## config.mk

```make
export PLATFORM = sky130hd
export DESIGN_NAME = stk_proc
export DESIGN_NICKNAME = d
export VERILOG_FILES = /design/src/rtl/stk_proc_pkg.sv /design/src/rtl/stk_proc_stack.sv /design/src/rtl/stk_proc_outport.sv /design/src/rtl/stk_proc.sv
export SDC_FILE = /design/constraint.sdc
export NUM_CORES = 1
export LEC_CHECK = 0
export BUFFER_PORTS_ARGS = -buffer_cell sky130_fd_sc_hd__buf_2
export CORE_MARGIN = 2
export CORE_UTILIZATION = 40
export CTS_BUF_LIST = sky130_fd_sc_hd__clkbuf_4
export DETAILED_ROUTE_END_ITERATION = 10
export SLEW_MARGIN = 40
export SYNTH_ARGS = -nofsm -noshare
export SYNTH_HDL_FRONTEND = slang
export SYNTH_SLANG_ARGS = --single-unit
```

## constraint.sdc

```tcl
create_clock -name clk -period 7.05 [get_ports clk]
set_input_delay 0.705 -clock clk [delete_from_list [all_inputs] [get_ports clk]]
set_output_delay 0.705 -clock clk [all_outputs]
set_load 0.05 [all_outputs]
```

## src/rtl/stk_proc_pkg.sv

```systemverilog
package stk_proc_pkg;

   typedef enum logic [2:0] {
      OP_LOAD  = 3'd0,
      OP_STORE = 3'd1,
      OP_JUMP  = 3'd2,
      OP_SUM   = 3'd3,
      OP_EMIT  = 3'd4,
      OP_NONE  = 3'd7
   } op_e;

   typedef enum logic [2:0] {
      ST_FETCH_OP,
      ST_FETCH_ARG,
      ST_EXEC,
      ST_LOAD_WB,
      ST_EMIT_WAIT,
      ST_STOP
   } state_e;

   localparam int unsigned OP_COUNT = 5;

endpackage

```

## src/rtl/stk_proc_stack.sv

```systemverilog
module stk_proc_stack #(
   parameter int unsigned DW    = 16,
   parameter int unsigned DEPTH = 16
) (
   input  logic          clk,
   input  logic          rst_n,
   input  logic          push_i,
   input  logic          pop_i,
   input  logic          fold_i,
   input  logic [DW-1:0] push_data_i,
   output logic [DW-1:0] top_o,
   output logic          empty_o,
   output logic          full_o,
   output logic          two_o
);
   localparam int unsigned CW = $clog2(DEPTH + 1);
   localparam int unsigned IW = $clog2(DEPTH);

   logic [CW-1:0] cnt_q;
   logic [CW-1:0] top_i;
   logic [CW-1:0] nxt_i;
   logic [CW-1:0] wr_i;
   logic [DW-1:0] wr_val;
   logic          wr_en;
   logic [DW-1:0] cells [DEPTH];
   logic [DW-1:0] nxt_val;

   assign top_i   = cnt_q - CW'(1);
   assign nxt_i   = cnt_q - CW'(2);
   assign top_o   = cells[top_i[IW-1:0]];
   assign nxt_val = cells[nxt_i[IW-1:0]];
   assign empty_o = (cnt_q == '0);
   assign full_o  = (cnt_q == CW'(DEPTH));
   assign two_o   = (cnt_q >= CW'(2));

   assign wr_en  = push_i | fold_i;
   assign wr_i   = push_i ? cnt_q : nxt_i;
   assign wr_val = push_i ? push_data_i : (top_o + nxt_val);

   for (genvar g = 0; g < DEPTH; g++) begin : g_cell
      logic [DW-1:0] cell_q;
      always_ff @(posedge clk) begin
         if (wr_en && (wr_i == CW'(g))) cell_q <= wr_val;
      end
      assign cells[g] = cell_q;
   end

   always_ff @(posedge clk) begin
      if (!rst_n)                 cnt_q <= '0;
      else if (push_i)            cnt_q <= cnt_q + CW'(1);
      else if (pop_i || fold_i)   cnt_q <= cnt_q - CW'(1);
   end

   AST_NO_OVERFLOW:  assert property (@(posedge clk) disable iff (!rst_n) push_i |-> !full_o);
   AST_NO_UNDERFLOW: assert property (@(posedge clk) disable iff (!rst_n) pop_i |-> !empty_o);
   AST_SUM_OPERANDS: assert property (@(posedge clk) disable iff (!rst_n) fold_i |-> two_o);
   AST_ONE_STK_OP:   assert property (@(posedge clk) disable iff (!rst_n)
                                      $onehot0({push_i, pop_i, fold_i}));
endmodule

```

## src/rtl/stk_proc_outport.sv

```systemverilog
module stk_proc_outport #(
   parameter int unsigned DW = 16
) (
   input  logic          clk,
   input  logic          rst_n,
   input  logic          load_i,
   input  logic [DW-1:0] data_i,
   input  logic          ready_i,
   output logic          valid_o,
   output logic [DW-1:0] data_o,
   output logic          taken_o
);
   assign taken_o = valid_o & ready_i;

   always_ff @(posedge clk) begin
      if (!rst_n) begin
         valid_o <= 1'b0;
         data_o  <= '0;
      end else if (load_i) begin
         valid_o <= 1'b1;
         data_o  <= data_i;
      end else if (taken_o) begin
         valid_o <= 1'b0;
      end
   end

   AST_OUT_HOLD: assert property (@(posedge clk) disable iff (!rst_n)
                                  valid_o && !ready_i |=> valid_o && $stable(data_o));
   AST_NO_CLOBBER: assert property (@(posedge clk) disable iff (!rst_n)
                                    load_i |-> !valid_o);
endmodule

```

## src/rtl/stk_proc.sv

```systemverilog
module stk_proc
   import stk_proc_pkg::*;
#(
   parameter int unsigned DW        = 16,
   parameter int unsigned DEPTH     = 16,
   parameter int unsigned MEM_WORDS = 1024,
   parameter bit          MMIO_EN   = 1'b1,
   parameter int unsigned MMIO_ADDR = 1000
) (
   input  logic          clk,
   input  logic          rst_n,
   output logic [DW-1:0] mem_addr,
   output logic          mem_rd_en,
   output logic          mem_wr_en,
   output logic [DW-1:0] mem_wdata,
   input  logic [DW-1:0] mem_rdata,
   output logic          out_valid,
   output logic [DW-1:0] out_data,
   input  logic          out_ready,
   output logic          halted,
   output logic          err
);
   localparam logic [DW-1:0] STEP = DW'(2);

   if (DW < 2 || DW > 32) begin : g_bad_dw
      $error("stk_proc: DW must lie in 2..32");
   end
   if (DEPTH < 2 || (DEPTH & (DEPTH - 1)) != 0) begin : g_bad_depth
      $error("stk_proc: DEPTH must be a power of two, at least 2");
   end
   if (MEM_WORDS < 2 || 64'(MEM_WORDS) > (64'd1 << DW)) begin : g_bad_mem
      $error("stk_proc: MEM_WORDS out of range for DW");
   end
   if (64'(MMIO_ADDR) >= (64'd1 << DW)) begin : g_bad_mmio
      $error("stk_proc: MMIO_ADDR not addressable");
   end

   state_e        st_q;
   op_e           op_q;
   logic [DW-1:0] pc_q;
   logic          err_q;
   logic          pc_past_end;
   logic          divert;

   logic          s_push, s_pop, s_fold;
   logic [DW-1:0] s_top;
   logic          s_empty, s_full, s_two;
   logic          o_load, o_taken;

   assign pc_past_end = (32'(pc_q) >= 32'(MEM_WORDS));

   if (MMIO_EN) begin : g_mmio
      assign divert = (mem_rdata == DW'(MMIO_ADDR));
   end else begin : g_no_mmio
      assign divert = 1'b0;
   end

   always_comb begin
      mem_addr  = pc_q;
      mem_rd_en = 1'b0;
      mem_wr_en = 1'b0;
      mem_wdata = s_top;
      s_push    = 1'b0;
      s_pop     = 1'b0;
      s_fold    = 1'b0;
      o_load    = 1'b0;
      unique case (st_q)
         ST_FETCH_OP:  mem_rd_en = !pc_past_end;
         ST_FETCH_ARG: begin
            mem_addr  = pc_q + DW'(1);
            mem_rd_en = 1'b1;
         end
         ST_EXEC: begin
            mem_addr = mem_rdata;
            unique case (op_q)
               OP_LOAD:  mem_rd_en = !s_full;
               OP_STORE: if (!s_empty) begin
                  s_pop     = 1'b1;
                  o_load    = divert;
                  mem_wr_en = !divert;
               end
               OP_JUMP:  s_pop  = !s_empty;
               OP_SUM:   s_fold = s_two;
               OP_EMIT:  if (!s_empty) begin
                  s_pop  = 1'b1;
                  o_load = 1'b1;
               end
               default: ;
            endcase
         end
         ST_LOAD_WB: s_push = 1'b1;
         default: ;
      endcase
   end

   always_ff @(posedge clk) begin
      if (!rst_n) begin
         st_q  <= ST_FETCH_OP;
         op_q  <= OP_NONE;
         pc_q  <= '0;
         err_q <= 1'b0;
      end else begin
         unique case (st_q)
            ST_FETCH_OP:  st_q <= pc_past_end ? ST_STOP : ST_FETCH_ARG;
            ST_FETCH_ARG: begin
               op_q <= (32'(mem_rdata) < OP_COUNT) ? op_e'(mem_rdata[2:0]) : OP_NONE;
               st_q <= ST_EXEC;
            end
            ST_EXEC: begin
               unique case (op_q)
                  OP_LOAD: st_q <= s_full ? ST_STOP : ST_LOAD_WB;
                  OP_STORE: begin
                     if (s_empty)     st_q <= ST_STOP;
                     else if (divert) st_q <= ST_EMIT_WAIT;
                     else begin
                        pc_q <= pc_q + STEP;
                        st_q <= ST_FETCH_OP;
                     end
                  end
                  OP_JUMP: begin
                     pc_q <= s_top + STEP;
                     st_q <= s_empty ? ST_STOP : ST_FETCH_OP;
                  end
                  OP_SUM: begin
                     pc_q <= pc_q + STEP;
                     st_q <= s_two ? ST_FETCH_OP : ST_STOP;
                  end
                  OP_EMIT: st_q <= s_empty ? ST_STOP : ST_EMIT_WAIT;
                  default: begin
                     pc_q <= pc_q + STEP;
                     st_q <= ST_FETCH_OP;
                  end
               endcase
               if ((op_q == OP_LOAD && s_full) ||
                   (op_q == OP_SUM && !s_two) ||
                   ((op_q == OP_STORE || op_q == OP_JUMP || op_q == OP_EMIT) && s_empty))
                  err_q <= 1'b1;
            end
            ST_LOAD_WB: begin
               pc_q <= pc_q + STEP;
               st_q <= ST_FETCH_OP;
            end
            ST_EMIT_WAIT: if (o_taken) begin
               pc_q <= pc_q + STEP;
               st_q <= ST_FETCH_OP;
            end
            default: st_q <= ST_STOP;
         endcase
      end
   end

   assign halted = (st_q == ST_STOP);
   assign err    = err_q;

   stk_proc_stack #(.DW(DW), .DEPTH(DEPTH)) stack_i (
      .clk         (clk),
      .rst_n       (rst_n),
      .push_i      (s_push),
      .pop_i       (s_pop),
      .fold_i      (s_fold),
      .push_data_i (mem_rdata),
      .top_o       (s_top),
      .empty_o     (s_empty),
      .full_o      (s_full),
      .two_o       (s_two)
   );

   stk_proc_outport #(.DW(DW)) outport_i (
      .clk     (clk),
      .rst_n   (rst_n),
      .load_i  (o_load),
      .data_i  (s_top),
      .ready_i (out_ready),
      .valid_o (out_valid),
      .data_o  (out_data),
      .taken_o (o_taken)
   );

   AST_HALT_STICKY: assert property (@(posedge clk) disable iff (!rst_n) halted |=> halted);
   AST_HALT_QUIET:  assert property (@(posedge clk) disable iff (!rst_n)
                                     halted |-> !mem_rd_en && !mem_wr_en);
   AST_ERR_HALTS:   assert property (@(posedge clk) disable iff (!rst_n) err |-> halted);
   AST_STALL_QUIET: assert property (@(posedge clk) disable iff (!rst_n)
                                     out_valid |-> !mem_rd_en && !mem_wr_en);
   AST_MMIO_NO_WR:  assert property (@(posedge clk) disable iff (!rst_n)
                                     mem_wr_en |-> !(MMIO_EN && mem_addr == DW'(MMIO_ADDR)));
endmodule

```

==> flow_summary.yaml, run 1 <==
yosys:
  synth_seq_cells: 301
  synth_cell_type_count: 74
  synth.area.top_cells: "edfxtp_1, mux4_2, dfxtp_1"
  synth_edf_count: 256
  synthFlopType: "edfxtp_1"
  syn_inst: 1141
  avgSynthCellArea_um2: 14.1
  yosysSeqAreaShare_pct: 53.3
  yosysTopAreaCellShare_pct: 47.7
  synth_fp_nets: 1184
  yosysMostFrequentCell: "edfxtp_1"
  synthArstFlopShare_pct: 0
  yosysWarnings: 0
  yosys.area.top_type: "edfxtp_1"
  syn_area_um2: 16100
  ys_top_cells_by_count: "edfxtp_1, mux4_2, nor2_1"
floorplanning:
  num_rows: 73
  io_pins: 72
  initial_core_util_pct: 40.6
  coreArea_um2: 39700
  die-area_um2: 41900
  die_height_um: 205
  die-width_um: 205
grt:
  grt.total_usage_pct: 22.0
  grt_pass1_vias: 10900
  busiest_layer: "met2"
  grt_max_degree: 70
  gr-usage-met2_pct: 36.6
  gr-total-overflow: 0
  grt_antenna_before_repair: 2
  grt.met1_usage_pct: 29.3
  use_met3_pct: 4.20
  grt_pass1_wl_um: 68000
outcome:
  outcome: "finished, final reports clean"
timing:
  fin_crit_ns: 5.34
  rsz0062_at_grt: "no"
  tightest_slew_ns: 0.858
  finalHoldViolCount: 0
  setup_violations: 0
  slew_viol_final: 0
  fin_crit_sh_pct: 75.8
  holdWs_ns: 0.270
  relSlewSlack_pct: 42.7
  tns_ns: 0
  finalClockSkew_ns: 0.0728
  fmax_mhz: 187
cells_and_area:
  layout-drive-gt1-share_pct: 33.0
  area_growth_pct: 14.1
  num-nets-final: 1303
  final_util_pct: 46.3
drt:
  wl_um: 45600
  wl_per_cell_um: 24.7
  dr.pass1.iters: 5
  ant_nets: 0
  drt_iter0_drc: 1088
  drc: 0
  vias: 11100
  vias_per_cell: 5.99
cts:
  cts.sink_count: 301
  cts_buffers: 83
  cts.reportedPaths.clkPinSlew_ns: 0.07
  clk_latency_ns: 0.74
  cts_setup_buffers: 0
  cts_buffer_depth: 3
  cts_tree: "yes"
  ctsResizeCount: 0
  cts_hold_buf: 0
  cts_max_level: 3
  cts-root-buf: "clkbuf_4"
setup_path:
  cp-start-kind: "flop"
  worstPathMaxFanout: 27
  critPathKind: "reg2reg"
  endpoint_kind: "flop"
  crit_required_ns: 7.42
  critical_path_arrival_ns: 5.72
power_and_ir_drop:
  power_leakage_nw: 6.11
  p_per_area_nw_per_um2: 276
  power.total_mw: 5.08
  ir_worst_vdd_v: 0.000117
worst_hold_path:
  worst_hold_path_type: "in2reg"
placement:
  dpl.hpwl_um: 29700
  io_buffers: 71
  gp_congestion: 0.911
flow_run:
  drv_cap: 0
[metal layers]
metal	part of all wire, %	up-vias
met4	1.8	0
met3	7.9	71
met2	49	492
li1	-	4867
met5	0	-
met1	41	5642
[layout make-up]
cell class / count / area [µm²]
timing repair buffer: 110 / 767
tap: 525 / 657
clock buffer: 117 / 878
clock inverter: 28 / 193
antenna: 2 / 5.00
inverter: 23 / 86.3
sequential: 301 / 8600
multi-input combinational: 741 / 7200
fill: 3555 / 21300
[path summary, 6_finish.rpt]
check | startpoint | to | slack, ns | cells past startpoint
worst max-delay path | stack_i.cnt_q[0] | stack_i.g_cell[3].cell_q[14] | 1.71 | 16
worst min-delay path | out_ready | st_q[1] | 0.27 | 3
worst max register to register | stack_i.cnt_q[0] | stack_i.g_cell[3].cell_q[14] | 1.71 | 16
worst min register to register | err | err | 0.49 | 2
[per-stage QoR]
stage,area [µm²],cells,worst slack (ns)
after detailed placement,17300,1698,1.77
after global placement,17100,1693,1.51
after floorplan,16100,1141,0.829
after global routing,18400,1847,1.35
after CTS,18300,1843,1.74
final,18400,1847,1.71
[power by group]
part / total, mW / internal, mW / switching [mW] / leakage (nW)
Sequential: 2.26 / 2.25 / 0.00888 / 2.66
Combinational: 1.22 / 0.371 / 0.847 / 2.82
Clock: 1.60 / 0.872 / 0.730 / 0.628
Total: 5.08 / 3.50 / 1.59 / 6.11
[sequential cells by signal, indices dropped and copies added (netlist names)]
register               cells
st_q                       3
stack_i.g_cell.cell_q    256
err                        1
stack_i.cnt_q              5
op_q                       3
pc_q                      16
outport_i.valid_o          1
outport_i.data_o          16
[worst max-delay path: stages, from the launching register on]
cell	delay, ns
dfxtp_4	0.36
clkinv_1	0.26
ha_2	0.85
buf_12	0.28
mux4_2	0.31
and2_1	0.17
a211oi_1	0.27
a31oi_2	0.14
ha_1	0.41
inv_1	0.09
a41oi_1	0.04
a32o_1	0.34
o2111ai_1	0.32
a31oi_1	0.13
nor3b_1	0.26
xor2_1	0.12
a21oi_2	0.61
[cells in the final DEF, fill, tap and decap left out, types with 8 or more instances in the layout]
master    netlist  routed
mux2i_1        28      28
o22ai_1         9       9
and3_1         13      13
o21ai_0        48      46
edfxtp_1      256     256
inv_1          18      18
buf_2          10      71
a211oi_1       12      12
clkinv_1        3      23
xnor2_1        21      20
ha_1           23      21
mux4_2        144     144
nor2_1         96      77
and2_1         15      15
nand4_1        10      10
nor2_2          0       8
nand2_1        76      76
buf_4           7      29
nand3_1        34      34
a21oi_1        71      65
dfxtp_1        45      43
clkbuf_4        0     117
nor2_4          0      11
xor2_1         15      15
or3_1           8       8
nor3_1         13      13
[cell families (layout without fill, tap and decap cells)]
group	Yosys count	count (layout)	synth area share [%]
AOI/OAI and AO/OA	203	203	7.96
other	0	2	0
and+or+nand+nor	295	295	8.67
buffers and inverters	99	278	2.99
DFF	301	301	53.3
muxes	178	178	22.7
adders and majority gates	26	26	2.03
xor gates and xnor gates	39	39	2.33
Note: power is estimated with default switching activity, not from simulation.
==> run 2: changes to the inputs <==
Settings changed: ABC_AREA from default to 1.
Clock period 7.05 ns to 5.1 ns, I/O delays scaled along.
==> run 2 against run 1 <==
Compared with the run above: largest power group is now combinational cells; clock power up 34%; final cell count up 55%; count of clock-buffer cells in the layout did not move; critical endpoint is now stack_i.g_cell[14].cell_q[14]; power rose by 140%; via count increased by 44%; highest routed layer is now met5.
==> flow_summary.yaml, run 2 <==
cts:
  cts.reportedPaths.clkPinSlew_ns: 0.07
  cts_tree: "yes"
  cts_buffers: 84
  cts.sink_count: 301
  clk_latency_ns: 0.85
  ctsResizeCount: 0
  cts_max_level: 3
  cts_buffer_depth: 3
  cts-root-buf: "clkbuf_4"
timing:
  finalHoldViolCount: 0
  fin_crit_ns: 4.39
  setup_ws_ns: 0.713
  fmax_mhz: 228
  fin_crit_sh_pct: 86.0
  finalClockSkew_ns: 0.0904
  holdWs_ns: 0.114
  slew_viol_final: 0
  rsz0062_at_grt: "no"
  tightest_slew_ns: 0.852
  tns_ns: 0
  setup_violations: 0
  relSlewSlack_pct: 43.2
cells_and_area:
  final.fill_count: 4258
  final_cell_mix: "nand2_1, nand3_1, edfxtp_1"
  num-nets-final: 2262
  final-seq-area_um2: 8590
  top_register: "stack_i.g_cell.cell_q"
  final_common_cell: "nand2_1"
  multi_input_area_um2: 7430
  layout-drive-gt1-share_pct: 14.4
  area_growth_pct: 11.6
  largest_register_ffs: 256
  largestRegisters: "stack_i.g_cell.cell_q (256), outport_i.data_o (16), pc_q (16)"
  final_util_pct: 45.1
  final_cells: 2862
  fin_area_um2: 19400
grt:
  gr-total-overflow: 0
  gr-usage-met2_pct: 40.2
  grt_pass1_vias: 14700
  use_met3_pct: 4.73
  grt_pass1_wl_um: 86500
  grt.total_usage_pct: 25.8
  grt_max_degree: 165
  grt_antenna_before_repair: 2
  grt.met1_usage_pct: 34.1
  busiest_layer: "met2"
power_and_ir_drop:
  power.total_mw: 12.1
  ir_worst_vdd_v: 0.000328
  power_leakage_nw: 7.93
  p_per_area_nw_per_um2: 627
placement:
  gp_congestion: 0.975
  io_buffers: 71
  dpl.hpwl_um: 37500
  post_dp_cell_area_um2: 18300
  place_inst: 2714
  place_worst_setup_slack_ns: 0.807
drt:
  vias: 16000
  drc: 0
  wl_per_cell_um: 20.2
  drt_iter0_drc: 1952
  wl_um: 57900
  ant_nets: 0
  dr.pass1.iters: 7
  vias_per_cell: 5.58
setup_path:
  crit_required_ns: 5.51
  ff2ff_path_depth: 16
  critical_path_arrival_ns: 4.80
  worstPathMaxFanout: 164
  endpoint_kind: "flop"
  cp-start-kind: "flop"
  critPathKind: "reg2reg"
floorplanning:
  initial_core_util_pct: 40.4
  die-area_um2: 45100
  die-width_um: 212
  coreArea_um2: 43000
  die_height_um: 212
  num_rows: 76
  io_pins: 72
yosys:
  syn_inst: 2124
  yosysMostFrequentCell: "nand2_1"
  avgSynthCellArea_um2: 8.17
  synth_compound_gate_area_share_pct: 13.5
  syn_area_um2: 17400
  synth_fp_nets: 2167
  ys_top_cells_by_count: "nand2_1, nand3_1, edfxtp_1"
  synth_simple_gate_area_share_pct: 25.8
  synthAdderAreaFrac_pct: 1.77
  yosys.area.top_type: "edfxtp_1"
  synth_edf_count: 256
  synth_top_family_by_area: "simple AND/OR/NAND/NOR gates"
  synthArstFlopShare_pct: 0
  yosysSeqAreaShare_pct: 49.5
  synth.area.top_cells: "edfxtp_1, nand2_1, nand3_1"
  yosysTopAreaCellShare_pct: 44.3
  synthFlopType: "edfxtp_1"
  yosysWarnings: 0
  synthMuxAreaShare_pct: 0
  synth-xor-area-share_pct: 1.48
  synth_cell_type_count: 52
  synth_seq_cells: 301
outcome:
  outcome: "finished, final reports clean"
worst_hold_path:
  worst_hold_path_type: "in2reg"
  whs_path_depth: 5
flow_run:
  drv_cap: 0
-- run 2: changes by cell type in the layout (fill, tap and decap cells not counted), sizes merged, moves of 12 or more --
cell / previous run / this run
nand2: 76 / 590
nand3: 36 / 273
inv: 20 / 203
mux4: 149 / 0
a21oi: 74 / 170
o21ai: 48 / 131
nor2: 96 / 144
mux2i: 28 / 0
xnor2: 22 / 5
buf: 110 / 126
and2: 15 / 0
and3: 13 / 1
-- run 2: cell families after synthesis --
group,after synthesis
AND/OR/NAND/NOR,1044
AO/OA/AOI/OAI,406
flip-flops,301
buffers and inverters,324
adder cells (fa/ha/maj),24
XOR/XNOR,25
-- run 2: what timing repair did --
item,4_1_cts,5_1_grt
endpoints found under the hold margin,4,0
hold buffers,4,0
endpoints found under the setup margin,0,0
buffers inserted,0,0
-- run 2: power by group --
part | switching, mW | internal [mW]
registers | 0.0865 | 4.12
clock network | 1.04 | 1.10
logic | 4.43 | 1.37
-- run 2: area by class of cell --
class                      instances  share of cell area [%]
multi-input combinational       1499                    38.4
antenna                            1                  0.0129
clock inverter                    26                   0.659
tap                              585                    3.78
clock buffer                     117                    4.53
inverter                         203                    3.97
timing repair buffer             130                    4.32
sequential                       301                    44.4
-- run 2: critical path: stages, from the launching register on --
cell and delay (ns):
dfxtp_4 0.37, buf_4 0.45, buf_12 0.49, o21ai_0 0.22
a21oi_1 0.17, a211oi_1 0.08, o31ai_1 0.35, inv_1 0.10
ha_1 0.35, nand2_1 0.14, inv_1 0.08, nand3_1 0.10
nand2_1 0.08, a21oi_1 0.20, nand3_1 0.11, nand3_1 0.14
nand2_1 0.34
-- run 2: final timing paths --
| kind | start | to | slack, ns |
|---|---|---|---|
| min | mem_rdata[5] | op_q[1] | 0.11 |
| min reg2reg | err | err | 0.47 |
| max | stack_i.cnt_q[0] | stack_i.g_cell[14].cell_q[14] | 0.71 |
| max reg2reg | stack_i.cnt_q[0] | stack_i.g_cell[14].cell_q[14] | 0.71 |
-- run 2: per-layer routing --
layer	wire (µm)	vias to the layer above
met5	13	-
li1	-	7485
met3	5280	169
met4	2570	2
met1	24100	7509
met2	25900	819
==> run 3: changes to the inputs <==
Settings changed: CORE_ASPECT_RATIO from default to 1.1.
==> run 3 against run 2 <==
Compared with the run above: cell area barely moved; via count fell by 0.86%; first-iteration DRC count fell by 14%; power fell by 1.2%; register-to-register slack improved by 0.25 ns; global-route usage fell by 0.58 points; fmax rose by 6.1%; wire length fell by 2.1%; sequential power barely moved; hold slack improved by 0.072 ns; combinational power fell by 2%; critical path depth rose by 1.
==> flow_summary.yaml, run 3 (synthesis gave the netlist of run 2 again) <==
cells_and_area:
  final-seq-area_um2: 8590
  layout-drive-gt1-share_pct: 14.4
  top_register: "stack_i.g_cell.cell_q"
  multi_input_area_um2: 7420
  area_growth_pct: 11.5
  num-nets-final: 2254
  largest_register_ffs: 256
  final_cell_mix: "nand2_1, nand3_1, edfxtp_1"
  final_common_cell: "nand2_1"
  final.fill_count: 4241
  largestRegisters: "stack_i.g_cell.cell_q (256), outport_i.data_o (16), pc_q (16)"
setup_path:
  ff2ff_path_depth: 17
  reg2reg_slack_ns: 0.96
  crit_required_ns: 5.46
  worstPathMaxFanout: 74
  critical_path_arrival_ns: 4.50
  cp-start-kind: "flop"
  rr_endpoint: "stack_i.g_cell[0].cell_q[12]"
  endpoint_kind: "flop"
  critPathKind: "reg2reg"
  r2r_start: "stack_i.cnt_q[0]"
floorplanning:
  initial_core_util_pct: 40.2
  io_pins: 72
  die_height_um: 222
  num_rows: 80
  die-area_um2: 45100
  coreArea_um2: 43100
  die-width_um: 203
timing:
  slew_viol_final: 0
  fin_crit_sh_pct: 81.1
  rsz0062_at_grt: "no"
  tns_ns: 0
  finalClockSkew_ns: 0.0587
  finalHoldViolCount: 0
  tightest_slew_ns: 0.872
  setup_violations: 0
  relSlewSlack_pct: 41.8
  fmax_mhz: 242
  fin_crit_ns: 4.14
drt:
  wl_um: 56700
  vias_per_cell: 5.56
  vias: 15800
  wl_per_cell_um: 19.9
  ant_nets: 0
  drt_iter0_drc: 1684
  dr.pass1.iters: 6
  drc: 0
cts:
  cts_hold_buf: 4
  cts_tree: "yes"
  clk_latency_ns: 0.80
  cts_max_level: 3
  cts.reportedPaths.clkPinSlew_ns: 0.07
  cts_buffer_depth: 3
  cts_buffers: 81
  cts_setup_buffers: 0
  cts-root-buf: "clkbuf_4"
  ctsResizeCount: 0
  cts.sink_count: 301
worst_hold_path:
  worst_hold_path_type: "in2reg"
  whs_path_depth: 5
  holdPathEnd: "op_q[0]"
  hp-start: "mem_rdata[5]"
outcome:
  outcome: "finished, final reports clean"
power_and_ir_drop:
  power.total_mw: 12.0
  ir_worst_vdd_v: 0.000259
  p_per_area_nw_per_um2: 620
  power_leakage_nw: 7.93
grt:
  grt.total_usage_pct: 25.2
  grt_pass1_wl_um: 86800
  grt_max_degree: 205
  grt_pass1_vias: 15000
  gr-total-overflow: 0
  grt_antenna_before_repair: 2
placement:
  gp_congestion: 0.959
  io_buffers: 71
  dpl.hpwl_um: 36700
flow_run:
  drv_cap: 0
==> run 3: cell types whose count changed in the layout (fill, tap and decap cells not counted) <==
cell,previous run,this run
o21ai_1,5,4
clkinv_1,21,19
buf_16,0,2
bufinv_16,1,0
nor2_4,4,2
o21ai_2,0,1
nor2_2,21,23
buf_12,2,3
clkinv_2,4,11
diode_2,1,2
buf_4,52,44
inv_2,15,14
clkbuf_4,117,116
==> run 3: cell type report <==
type	count	share of cell area, %
Sequential cell	301	44.4
Multi-Input combinational cell	1499	38.4
Clock buffer	116	4.50
Timing Repair Buffer	125	4.40
Inverter	203	3.97
Tap cell	574	3.71
Clock inverter	29	0.627
Antenna cell	2	0.0259
==> run 3: worst max-delay path, stage by stage (launching register included) <==
cell      delay [ns]
dfxtp_4         0.40
buf_4           0.39
buf_4           0.61
o21ai_0         0.20
a21oi_1         0.16
a211oi_1        0.06
o31ai_1         0.30
inv_1           0.09
ha_1            0.38
nand2_1         0.12
nor2_1          0.18
inv_1           0.06
nor2_1          0.09
nand2_1         0.09
nand3_1         0.09
nand2_1         0.05
nand3_1         0.06
nand2_1         0.35
==> run 3: how the worst max path moves through the flow <==
| stage | endpoint | start | slack (ns) |
|---|---|---|---|
| finish | stack_i.g_cell[0].cell_q[12] | stack_i.cnt_q[0] | 0.96 |
| detailed placement | stack_i.g_cell[2].cell_q[12] | stack_i.cnt_q[0] | 1.04 |
| global placement | stack_i.g_cell[14].cell_q[15] | stack_i.cnt_q[0] | 1.06 |
| CTS | stack_i.g_cell[6].cell_q[15] | stack_i.cnt_q[0] | 1.03 |
| global route | stack_i.g_cell[1].cell_q[15] | stack_i.cnt_q[0] | 0.53 |
| floorplan | stack_i.g_cell[0].cell_q[2] | stack_i.cnt_q[1] | 0.39 |
==> run 3: power breakdown <==
part,total (mW),switching (mW),internal (mW)
Clock,2.10,1.05,1.05
Combinational,5.69,4.33,1.36
Sequential,4.20,0.0770,4.13
Total,12.0,5.46,6.54
==> run 3: per-stage QoR <==
| stage | cells | hold WS (ns) | cell area (µm²) | util (%) | worst slack, ns |
|---|---|---|---|---|---|
| 6_report | 2849 | 0.185 | 19400 | 44.9 | 0.965 |
| 5_1_grt | 2848 | 0.206 | 19300 | 44.9 | 0.530 |
| 4_1_cts | 2845 | 0.107 | 19300 | 44.7 | 1.03 |
| 3_5_place_dp | 2696 | 0.477 | 18300 | 42.3 | 1.04 |
| 3_3_place_gp | 2696 | 0.473 | 18300 | 42.3 | 1.06 |
| 2_1_floorplan | 2124 | 0.470 | 17400 | - | 0.391 |
==> run 3: layer usage <==
layer	routed length (µm)	vias up	track usage, %
li1	-	7503	-
met1	23600	7506	32.6
met2	26300	687	40.1
met3	4290	150	4.56
met4	2510	0	13.4
met5	0	-	0
